### src/rtl/uart_regif_pkg.sv
package uart_regif_pkg;

  localparam int BUS_W = 32;
  localparam int BE_W  = BUS_W / 8;

  // word index within the register window (address bits 3:2)
  localparam logic [1:0] W_RXD  = 2'd0;
  localparam logic [1:0] W_TXD  = 2'd1;
  localparam logic [1:0] W_STAT = 2'd2;
  localparam logic [1:0] W_CTRL = 2'd3;

  // control write bit positions
  localparam int CB_TXCLR = 0;
  localparam int CB_RXCLR = 1;
  localparam int CB_IE    = 4;

  // packed so that rx_avail lands on bit 0
  typedef struct packed {
    logic par_err;
    logic frm_err;
    logic ovr_err;
    logic irq_en;
    logic tx_full;
    logic tx_empty;
    logic rx_full;
    logic rx_avail;
  } stat_t;

  function automatic logic [BUS_W-1:0] pack_status(stat_t s);
    return {{(BUS_W-8){1'b0}}, s};
  endfunction

  // sticky flag: set has priority over the read-clear
  function automatic logic sticky_next(logic q, logic set, logic clr);
    return set | (q & ~clr);
  endfunction

  function automatic logic [BUS_W-1:0] widen_char(logic [7:0] c);
    return {{(BUS_W-8){1'b0}}, c};
  endfunction

endpackage

### src/rtl/uart_regif_fifo.sv
module uart_regif_fifo #(
  parameter int W     = 8,
  parameter int DEPTH = 16
) (
  input  logic         clk,
  input  logic         rst_n,
  input  logic         clr,
  input  logic         push,
  input  logic [W-1:0] din,
  input  logic         pop,
  output logic [W-1:0] dout,
  output logic         empty,
  output logic         full,
  output logic         went_nonempty,
  output logic         went_empty
);
  localparam int PTR_W = (DEPTH > 1) ? $clog2(DEPTH) : 1;
  localparam int CNT_W = $clog2(DEPTH + 1);

  logic [W-1:0]     mem [DEPTH];
  logic [PTR_W-1:0] wr_ptr, rd_ptr;
  logic [CNT_W-1:0] cnt_q, cnt_d;
  logic             do_push, do_pop;

  function automatic logic [PTR_W-1:0] ptr_inc(logic [PTR_W-1:0] p);
    return (p == PTR_W'(DEPTH - 1)) ? '0 : p + 1'b1;
  endfunction

  assign empty   = (cnt_q == '0);
  assign full    = (cnt_q == CNT_W'(DEPTH));
  assign do_push = push & ~full & ~clr;
  assign do_pop  = pop & ~empty & ~clr;
  assign cnt_d   = clr ? '0 : cnt_q + CNT_W'(do_push) - CNT_W'(do_pop);
  assign dout    = mem[rd_ptr];

  assign went_nonempty = empty & (cnt_d != '0);
  assign went_empty    = ~empty & (cnt_d == '0);

  always_ff @(posedge clk) begin
    if (!rst_n) begin
      wr_ptr <= '0;
      rd_ptr <= '0;
      cnt_q  <= '0;
    end else begin
      cnt_q <= cnt_d;
      if (clr) begin
        wr_ptr <= '0;
        rd_ptr <= '0;
      end else begin
        if (do_push) wr_ptr <= ptr_inc(wr_ptr);
        if (do_pop)  rd_ptr <= ptr_inc(rd_ptr);
      end
    end
  end

  always_ff @(posedge clk) begin
    if (do_push) mem[wr_ptr] <= din;
  end

  a_r2_no_overflow: assert property (@(posedge clk) disable iff (!rst_n)
    cnt_q <= CNT_W'(DEPTH));

  a_r2_full_drops: assert property (@(posedge clk) disable iff (!rst_n)
    (full && push && !pop && !clr) |=> (cnt_q == $past(cnt_q)));

  a_r8_clear_empties: assert property (@(posedge clk) disable iff (!rst_n)
    clr |=> empty);

endmodule

### src/rtl/uart_regif_events.sv
module uart_regif_events
  import uart_regif_pkg::*;
(
  input  logic clk,
  input  logic rst_n,
  input  logic irq_en,
  input  logic stat_rd,
  input  logic ovr_set,
  input  logic frm_set,
  input  logic par_set,
  input  logic rx_went_nonempty,
  input  logic tx_went_empty,
  output logic ovr_q,
  output logic frm_q,
  output logic par_q,
  output logic irq_q
);
  logic irq_event;
  assign irq_event = irq_en & (rx_went_nonempty | tx_went_empty);

  always_ff @(posedge clk) begin
    if (!rst_n) begin
      ovr_q <= 1'b0;
      frm_q <= 1'b0;
      par_q <= 1'b0;
      irq_q <= 1'b0;
    end else begin
      ovr_q <= sticky_next(ovr_q, ovr_set, stat_rd);
      frm_q <= sticky_next(frm_q, frm_set, stat_rd);
      par_q <= sticky_next(par_q, par_set, stat_rd);
      irq_q <= irq_event;
    end
  end

  a_r10_hold_until_read: assert property (@(posedge clk) disable iff (!rst_n)
    (ovr_q && !stat_rd) |=> ovr_q);

  a_r10_event_wins: assert property (@(posedge clk) disable iff (!rst_n)
    frm_set |=> frm_q);

  a_r11_gated: assert property (@(posedge clk) disable iff (!rst_n)
    irq_q |-> $past(irq_en));

endmodule

### src/rtl/uart_regif.sv
module uart_regif
  import uart_regif_pkg::*;
#(
  parameter int DATA_W = 8,
  parameter int DEPTH  = 16
) (
  input  logic             clk,
  input  logic             rst_n,
  input  logic             bus_req,
  input  logic             bus_we,
  input  logic [3:0]       bus_addr,
  input  logic [BE_W-1:0]  bus_be,
  input  logic [BUS_W-1:0] bus_wdata,
  output logic             bus_ack,
  output logic             bus_err,
  output logic [BUS_W-1:0] bus_rdata,
  input  logic             rx_valid,
  input  logic [7:0]       rx_data,
  input  logic             rx_frame_err,
  input  logic             rx_parity_err,
  output logic             tx_valid,
  output logic [7:0]       tx_data,
  input  logic             tx_ready,
  output logic             irq
);
  // decode
  logic [1:0] word;
  logic       misaligned, size_bad, rd_empty_err, acc_err, acc_ok;
  logic       rx_pop, tx_push, ctrl_wr, stat_rd;
  logic       tx_clr, rx_clr;
  // queue state
  logic       rx_empty, rx_full, tx_empty, tx_full;
  logic       rx_went_nonempty, tx_went_empty;
  logic [7:0] rx_head;
  // receive events
  logic       rx_accept, ovr_set, frm_set, par_set;
  logic       ovr_q, frm_q, par_q, ie_q;
  stat_t      status;
  logic [BUS_W-1:0] rd_mux;
  logic       unused_wdata;

  assign word         = bus_addr[3:2];
  assign misaligned   = |bus_addr[1:0];
  assign size_bad     = (bus_be != {BE_W{1'b1}});
  assign rd_empty_err = ~bus_we & (word == W_RXD) & rx_empty;
  assign acc_err      = misaligned | size_bad | rd_empty_err;
  assign acc_ok       = bus_req & ~acc_err;

  assign rx_pop  = acc_ok & ~bus_we & (word == W_RXD);
  assign stat_rd = acc_ok & ~bus_we & (word == W_STAT);
  assign tx_push = acc_ok &  bus_we & (word == W_TXD);
  assign ctrl_wr = acc_ok &  bus_we & (word == W_CTRL);
  assign tx_clr  = ctrl_wr & bus_wdata[CB_TXCLR];
  assign rx_clr  = ctrl_wr & bus_wdata[CB_RXCLR];
  assign unused_wdata = ^bus_wdata[BUS_W-1:8];

  assign rx_accept = rx_valid & ~rx_frame_err;
  assign frm_set   = rx_valid & rx_frame_err;
  assign ovr_set   = rx_accept & rx_full;
  assign par_set   = rx_accept & ~rx_full & rx_parity_err;

  uart_regif_fifo #(.W(DATA_W), .DEPTH(DEPTH)) u_rxq (
    .clk(clk), .rst_n(rst_n), .clr(rx_clr),
    .push(rx_accept), .din(rx_data),
    .pop(rx_pop), .dout(rx_head),
    .empty(rx_empty), .full(rx_full),
    .went_nonempty(rx_went_nonempty), .went_empty()
  );

  uart_regif_fifo #(.W(DATA_W), .DEPTH(DEPTH)) u_txq (
    .clk(clk), .rst_n(rst_n), .clr(tx_clr),
    .push(tx_push), .din(bus_wdata[7:0]),
    .pop(tx_ready), .dout(tx_data),
    .empty(tx_empty), .full(tx_full),
    .went_nonempty(), .went_empty(tx_went_empty)
  );

  uart_regif_events u_evt (
    .clk(clk), .rst_n(rst_n), .irq_en(ie_q), .stat_rd(stat_rd),
    .ovr_set(ovr_set), .frm_set(frm_set), .par_set(par_set),
    .rx_went_nonempty(rx_went_nonempty), .tx_went_empty(tx_went_empty),
    .ovr_q(ovr_q), .frm_q(frm_q), .par_q(par_q), .irq_q(irq)
  );

  assign tx_valid = ~tx_empty;

  always_comb begin
    status          = '0;
    status.rx_avail = ~rx_empty;
    status.rx_full  = rx_full;
    status.tx_empty = tx_empty;
    status.tx_full  = tx_full;
    status.irq_en   = ie_q;
    status.ovr_err  = ovr_q;
    status.frm_err  = frm_q;
    status.par_err  = par_q;
  end

  always_comb begin
    unique case (word)
      W_RXD:   rd_mux = widen_char(rx_head);
      W_STAT:  rd_mux = pack_status(status);
      default: rd_mux = '0;
    endcase
  end

  always_ff @(posedge clk) begin
    if (!rst_n) begin
      bus_ack   <= 1'b0;
      bus_err   <= 1'b0;
      bus_rdata <= '0;
      ie_q      <= 1'b0;
    end else begin
      bus_ack   <= bus_req;
      bus_err   <= bus_req & acc_err;
      bus_rdata <= (acc_ok & ~bus_we) ? rd_mux : '0;
      if (ctrl_wr) ie_q <= bus_wdata[CB_IE];
    end
  end

  a_r1_ack_next: assert property (@(posedge clk) disable iff (!rst_n)
    bus_req |=> bus_ack);

  a_r1_no_spurious_ack: assert property (@(posedge clk) disable iff (!rst_n)
    !bus_req |=> !bus_ack);

  a_r5_size_err: assert property (@(posedge clk) disable iff (!rst_n)
    (bus_req && bus_be != {BE_W{1'b1}}) |=> (bus_err && bus_rdata == '0));

  a_r4_empty_read_err: assert property (@(posedge clk) disable iff (!rst_n)
    (bus_req && !bus_we && bus_addr == 4'h0 && rx_empty) |=> bus_err);

  a_r3_head_stable: assert property (@(posedge clk) disable iff (!rst_n)
    (tx_valid && !tx_ready && !tx_clr) |=> (tx_valid && $stable(tx_data)));

endmodule

### config.mk
export PLATFORM = sky130hd
export DESIGN_NAME = uart_regif
export DESIGN_NICKNAME = d
export VERILOG_FILES = /design/src/rtl/uart_regif_pkg.sv /design/src/rtl/uart_regif_fifo.sv /design/src/rtl/uart_regif_events.sv /design/src/rtl/uart_regif.sv
export SDC_FILE = /design/constraint.sdc
export NUM_CORES = 1
export LEC_CHECK = 0
export CAP_MARGIN = 20
export CORE_MARGIN = 4
export CORE_UTILIZATION = 24
export DETAILED_ROUTE_END_ITERATION = 12
export PLACE_DENSITY = 0.5
export SYNTH_ARGS = -nofsm -noshare
export SYNTH_HDL_FRONTEND = slang
export SYNTH_SLANG_ARGS = --single-unit
### constraint.sdc
create_clock -name clk -period 2.8 [get_ports clk]
set_clock_uncertainty 0.15 [all_clocks]
set_input_delay 0.42 -clock clk [delete_from_list [all_inputs] [get_ports clk]]
set_output_delay 0.42 -clock clk [all_outputs]
set_load 0.05 [all_outputs]
# After elaboration in Yosys (flattened, before gate mapping)
# Memories as Yosys holds them, arrays and structs flattened. A register that Yosys moved wholly into a read port is not among the register bits.
# Index checks and enable logic that the tools add are counted.
# W data, S select, Z words.
# word_totals
regBits	65
ramBits	256
in_bits	56
word_cells	105
mem_count	2
# op_classes
addsub	8
n_eq_ne	10
muxes	15
n_bitwise	47
n_reduce_logical	9
# memory_table
name	words	word_bits	read_ports	rd_ports_with_merged_regs	write_ports	line_no	text
u_rxq.mem	16	8	1	1	1	uart_regif_fifo.sv:20	logic [W-1:0] mem [DEPTH];
u_txq.mem	16	8	1	1	1	uart_regif_fifo.sv:20	
# ops
op	count
$mux W4	8
$and A1 B1 Y1	30
$add A4 B1 Y4 const B	4
$eq A4 B4 Y1 const B	4
$pmux W8 S2	1
$logic_not A5 Y1	3
$not A1 Y1	11
$add A5 B1 Y5	2
$eq A5 B5 Y1 const B	2
$mux W5	2
$sub A5 B1 Y5	2
$or A1 B1 Y1	6
$reduce_or A2 Y1	3
$reduce_bool A5 Y1	1
$eq A2 B2 Y1 const B	2
$mux W1	4
$ne A4 B4 Y1 const B	1
$eq A2 B1 Y1 const B	1
$logic_not A2 Y1	1
$reduce_and A2 Y1	1

# Depth between registers and ports, before layout
# Gate-level depths: netlist (run 1).
# logic_depth
depth_word	18
depth_mapped	15
mapped_depth_nobuf	14

# Modules after synthesis
# A second synthesis (run 1) with hierarchy kept.
# unflattened
cells_unflattened	681
hier_area_um2	12684.7
# modules_own_cells
module	instances	cells_per_inst	area_per_inst_um2	seq_area_each_um2
uart_regif_fifo	2	294	5908.2	4184.0
uart_regif	1	82	737.0	220.2
uart_regif_events	1	11	131.4	80.1

# Worst setup path after synthesis (run 1)
# No wires, ideal clock.
# synth_timing
path_kind	reg-to-reg
start	reg u_txq.cnt_q[2]
end	reg u_evt.irq_q
setup_ns	0.075
arrival_time_ns	3.081
required_ns	2.575
path_slack_ns	-0.506
stages_incl_launch_ff	16
synth_period_minus_slack_ns	3.306
path_cell_list	dfxtp_1 > inv_1 > ha_1 > or4b_1 > clkbuf_1 > nand2_1 > nor2_1 > xor2_1 > ha_1 > inv_1 > fa_1 > nand2b_1 > a21oi_1 > xnor2_1 > a31oi_1 > o22ai_1
# synth_lines
element	line_no	text
start: declaration	uart_regif_fifo.sv:22	logic [CNT_W-1:0] cnt_q, cnt_d;
start signal: assignment	uart_regif_fifo.sv:45	cnt_q <= cnt_d;
$logic_not A5 Y1 *	uart_regif_fifo.sv:29	assign empty = (cnt_q == '0);
$not A1 Y1 *	-	
named net tx_valid	uart_regif.sv:21	output logic tx_valid,
$and A1 B1 Y1 (2 in series)	uart_regif_fifo.sv:32	assign do_pop = pop & ~empty & ~clr;
$sub A5 B1 Y5	uart_regif_fifo.sv:33	assign cnt_d = clr ? '0 : cnt_q + CNT_W'(do_push) - CNT_W'(do_pop);
$mux W5	uart_regif_fifo.sv:33	
$logic_not A5 Y1	uart_regif_fifo.sv:37	assign went_empty = ~empty & (cnt_d == '0);
$and A1 B1 Y1 *	uart_regif_fifo.sv:37	
$or A1 B1 Y1 *	uart_regif_events.sv:19	assign irq_event = irq_en & (rx_went_nonempty | tx_went_empty);
$and A1 B1 Y1 *	uart_regif_events.sv:19	
end signal: assignment	uart_regif_events.sv:31	irq_q <= irq_event;
end: declaration	uart_regif_events.sv:16	output logic irq_q
# The timed path passes the listed nets; every way through them passes the cells marked *.
# A chain may end at the register's enable or synchronous reset.

==> summary.md, run 1 <==
| Metric | Value |
|---|---|
| Seq/Total Area, Yosys | `0.682` |
| Fin. Hold Viols | `0` |
| DRT antenna net count | `0` |
| Worst Setup End Kind | `output port` |
| CTS tree | `yes` |
| Core Area | `roughly 0.052 mm2` |
| Pleak | `about 5.1 nW` |
| Critical path's largest stage delay | `0.58 ns` |
| Gr usage total | `0.0990` |
| Port Buffers | `51` |
| Clock tree root driver cell | `clkbuf_16` |
| Final cycle utilization of the critical path | `1.07` |
| Failing checks | `negative setup slack` |
| Final hold slack | `0.349 ns` |
| Synth unique cells | `60` |
| DRC violations left | `0` |
| Max VDD drop | `between 300 and 400 uV` |
| TritonRoute pass-1 iters | `5` |
| Slew Limit Headroom | `0.345` |
| Pwr/cell area | `around 730 mW/mm2` |
| Mapped Area | `0.0127 mm2` |
| Clk slew on worst S/H paths | `0.06 ns` |
| Routed len/inst | `about 18 um` |
| Hold buffer count at cts | `0` |
| Placed insts | `1,552` |
| Worst-path maximum fanout | `8` |
| Vias in the first global route | `7,004` |
| CTS Sinks | `305` |
| Min Tclk post-route | `between 3 and 4 ns` |
| Clk Latency, worst-skew pair | `0.52 ns` |
| Core Util, Final | `0.300` |
| Pre-CTS setup slack | `-0.569 ns` |
| Worst slew pin tran | `0.979 ns` |
| Die height | `238 um` |
| P&R area growth vs syn | `23.7%` |
| Vias per inst | `slightly above 4` |
| #FFs+latches synth | `305` |
| Ratio of cells with drive above 1 in the final layout | `0.251` |
| Kind of critical path | `register to output port` |
| First-pass GRT wire length | `43,200 um` |
| Initial Util | `0.242` |
| RSZ-0062 raised after global routing | `true` |
| DR iter-0 viols | `around 440` |
| Worst path slowest cell | `mux4_1` |
| Hpwl dp | `roughly 19,000 um` |
| Initial antenna violation count | `0` |
| Nets | `roughly 990` |
| # setup viols final | `9` |
| Crit-path cells | `buf_8 -> mux4_1 -> mux4_2 -> buf_6` |
| Antenna Cells | `0` |
| H-tree depth | `2` |
| CTS Buf Count | `34` |
| Die W | `~240 um` |
| Placer congestion estimate | `0.729` |
| Synth async-reset ratio | `0` |
| TNS Setup | `-1.42 ns` |
| Ys flop type | `edfxtp_1` |
| Setup ws final | `-0.203 ns` |
| Non-filler cells, final | `1,625` |
| YS warnings | `0` |
| Via count | `6,746` |
| CTS Buffer Depth | `3` |
| Path category of the worst min-delay check | `register to register` |
| Status | `finished with violations` |
| Fin. max-slew vios | `0` |
| GR Overflow Total | `0` |
| Fillers | `5,175` |
| Fmax achieved | `333 MHz` |
| Number of synthesized flops with an enable pin | `256` |
| DIE AREA | `0.0567 mm2` |
| Syn_area_per_cell | `16.5 um2` |
| Data arrival, critical path | `2.43 ns` |
| Data required, critical path | `2.23 ns` |
| Most frequent cells in the layout | `256 x edfxtp_1, 86 x buf_4, 71 x mux2i_1, 54 x nor2_1, 43 x dfxtp_1` |
| Num rows | `84` |
| Commonest non-fill, non-tap cell in the layout | `edfxtp_1` |
| Number of max-cap violations | `0` |
| Worst setup SP type | `register` |
| Drt total wl | `28,500 um` |
| Post-synthesis cell count | `770` |
| Largest net degree at the start of global routing | `33` |
| Io pins | `100` |
## state kept, by name, summed over array words and instances, names as in the netlist, named ones only
register and flops:
u_rxq.mem 128, u_evt.frm_q 1, u_txq.cnt_q 5, u_rxq.rd_ptr 4
bus_ack 1, u_txq.mem 128, u_rxq.wr_ptr 4, bus_rdata 8
u_rxq.cnt_q 5, u_txq.rd_ptr 4, u_evt.irq_q 1, bus_err 1
u_evt.par_q 1, u_evt.ovr_q 1, u_txq.wr_ptr 4, ie_q 1
## area by class of cell
cell class / instances / area, um2 / share of cell area
Clock buffer: 43 / 926 / 0.0589
Clock inverter: 17 / 129 / 0.00820
Inverter: 16 / 60.1 / 0.00382
Multi-Input combinational cell: 412 / 3700 / 0.236
Sequential cell: 305 / 8680 / 0.552
Tap cell: 688 / 861 / 0.0548
Timing Repair Buffer: 144 / 1360 / 0.0862
## stage by stage
step	cell area (um2)	total power, mW
2_1_floorplan	12900	6.52
3_3_place_gp	14400	7.10
3_5_place_dp	14400	7.10
4_1_cts	15700	11.7
5_1_grt	15700	12.0
6_report	15700	11.5
## critical path: cells and delay by family, from the launching register on
| kind | cells | cell delay (ns) |
|---|---|---|
| flip-flops | 1 | 0.42 |
| multiplexers | 2 | 1.12 |
| buffers and inverters | 2 | 0.36 |
## synthesized netlist by cell type (2+ instances only)
| master | n | area share |
|---|---|---|
| edfxtp_1 | 256 | 0.61 |
| mux2i_1 | 71 | 0.056 |
| nor2_1 | 57 | 0.017 |
| dfxtp_1 | 49 | 0.077 |
| buf_4 | 31 | 0.018 |
| nand2_1 | 30 | 0.0089 |
| mux4_2 | 24 | 0.043 |
| a21oi_1 | 22 | 0.0087 |
| a22oi_1 | 20 | 0.012 |
| ha_1 | 20 | 0.020 |
| inv_1 | 16 | 0.0047 |
| mux4_1 | 16 | 0.033 |
| nand3_1 | 16 | 0.0063 |
| nor3_1 | 12 | 0.0047 |
| clkbuf_1 | 11 | 0.0032 |
| nand2b_1 | 10 | 0.0049 |
| a31oi_1 | 9 | 0.0044 |
| xor2_1 | 8 | 0.0055 |
| and2_1 | 6 | 0.0030 |
| buf_2 | 6 | 0.0024 |
| nand2_2 | 6 | 0.0030 |
| nor2b_1 | 6 | 0.0030 |
| xnor2_1 | 6 | 0.0041 |
| clkbuf_8 | 5 | 0.0054 |
| a22o_1 | 4 | 0.0028 |
| a32oi_1 | 4 | 0.0028 |
| nand4_1 | 4 | 0.0020 |
| o21ai_0 | 3 | 0.0012 |
| a21o_1 | 2 | 0.0012 |
| a32o_1 | 2 | 0.0016 |
| and3_1 | 2 | 0.00098 |
| buf_1 | 2 | 0.00059 |
| buf_12 | 2 | 0.0032 |
| buf_6 | 2 | 0.0018 |
| fa_1 | 2 | 0.0032 |
| nor4_4 | 2 | 0.0033 |
| or3_1 | 2 | 0.00098 |
| or4_1 | 2 | 0.0012 |
## cells by family after synthesis
| family | synth area share |
|---|---|
| other | 0.000295 |
| XOR/XNOR | 0.00965 |
| buffers and inverters | 0.0408 |
| multiplexers | 0.132 |
| AND/OR/NAND/NOR | 0.0711 |
| flip-flops | 0.682 |
| adder cells (fa/ha/maj) | 0.0228 |
| AO/OA/AOI/OAI | 0.0415 |
## power by group
group	internal (mW)	total, mW	switching (mW)
sequential	5.01	5.09	0.0755
clock	2.44	4.19	1.74
combinational	1.15	2.24	1.09
## timing repair
item,in CTS,in global routing
pin swaps,14,11
setup endpoints to repair,10,19
cloned,3,0
setup buffers,6,6
gates resized for setup,37,13
## metal layers
layer | vias to the layer above | global-route usage | routed length, um
met2 | 151 | 0.162 | 13600
met4 | 0 | 0.0267 | 626
li1 | 3210 | - | -
met1 | 3348 | 0.135 | 13100
met3 | 37 | 0.0186 | 1260
met5 | - | 0 | 0
## path summary, 6_finish.rpt
path / slack [ns] / cells past startpoint / start / end
hold reg to reg: 0.35 / 1 / u_evt.frm_q / u_evt.frm_q
setup reg to reg: -0.06 / 14 / u_txq.cnt_q[3] / u_evt.irq_q
hold / removal: 0.35 / 1 / u_evt.frm_q / u_evt.frm_q
setup / recovery: -0.20 / 4 / register / tx_data[4]
No activity file was read; power rests on OpenSTA's default activity.
==> run 2, diff against run 1 <==
--- a/config.mk
+++ b/config.mk
@@ -10,6 +10,7 @@
 export CORE_UTILIZATION = 24
 export DETAILED_ROUTE_END_ITERATION = 12
 export PLACE_DENSITY = 0.5
+export SLEW_MARGIN = 10
 export SYNTH_ARGS = -nofsm -noshare
 export SYNTH_HDL_FRONTEND = slang
 export SYNTH_SLANG_ARGS = --single-unit
==> results of run 2 <==
Same layout as run 1: the final DEF is identical, and so are final timing and power.
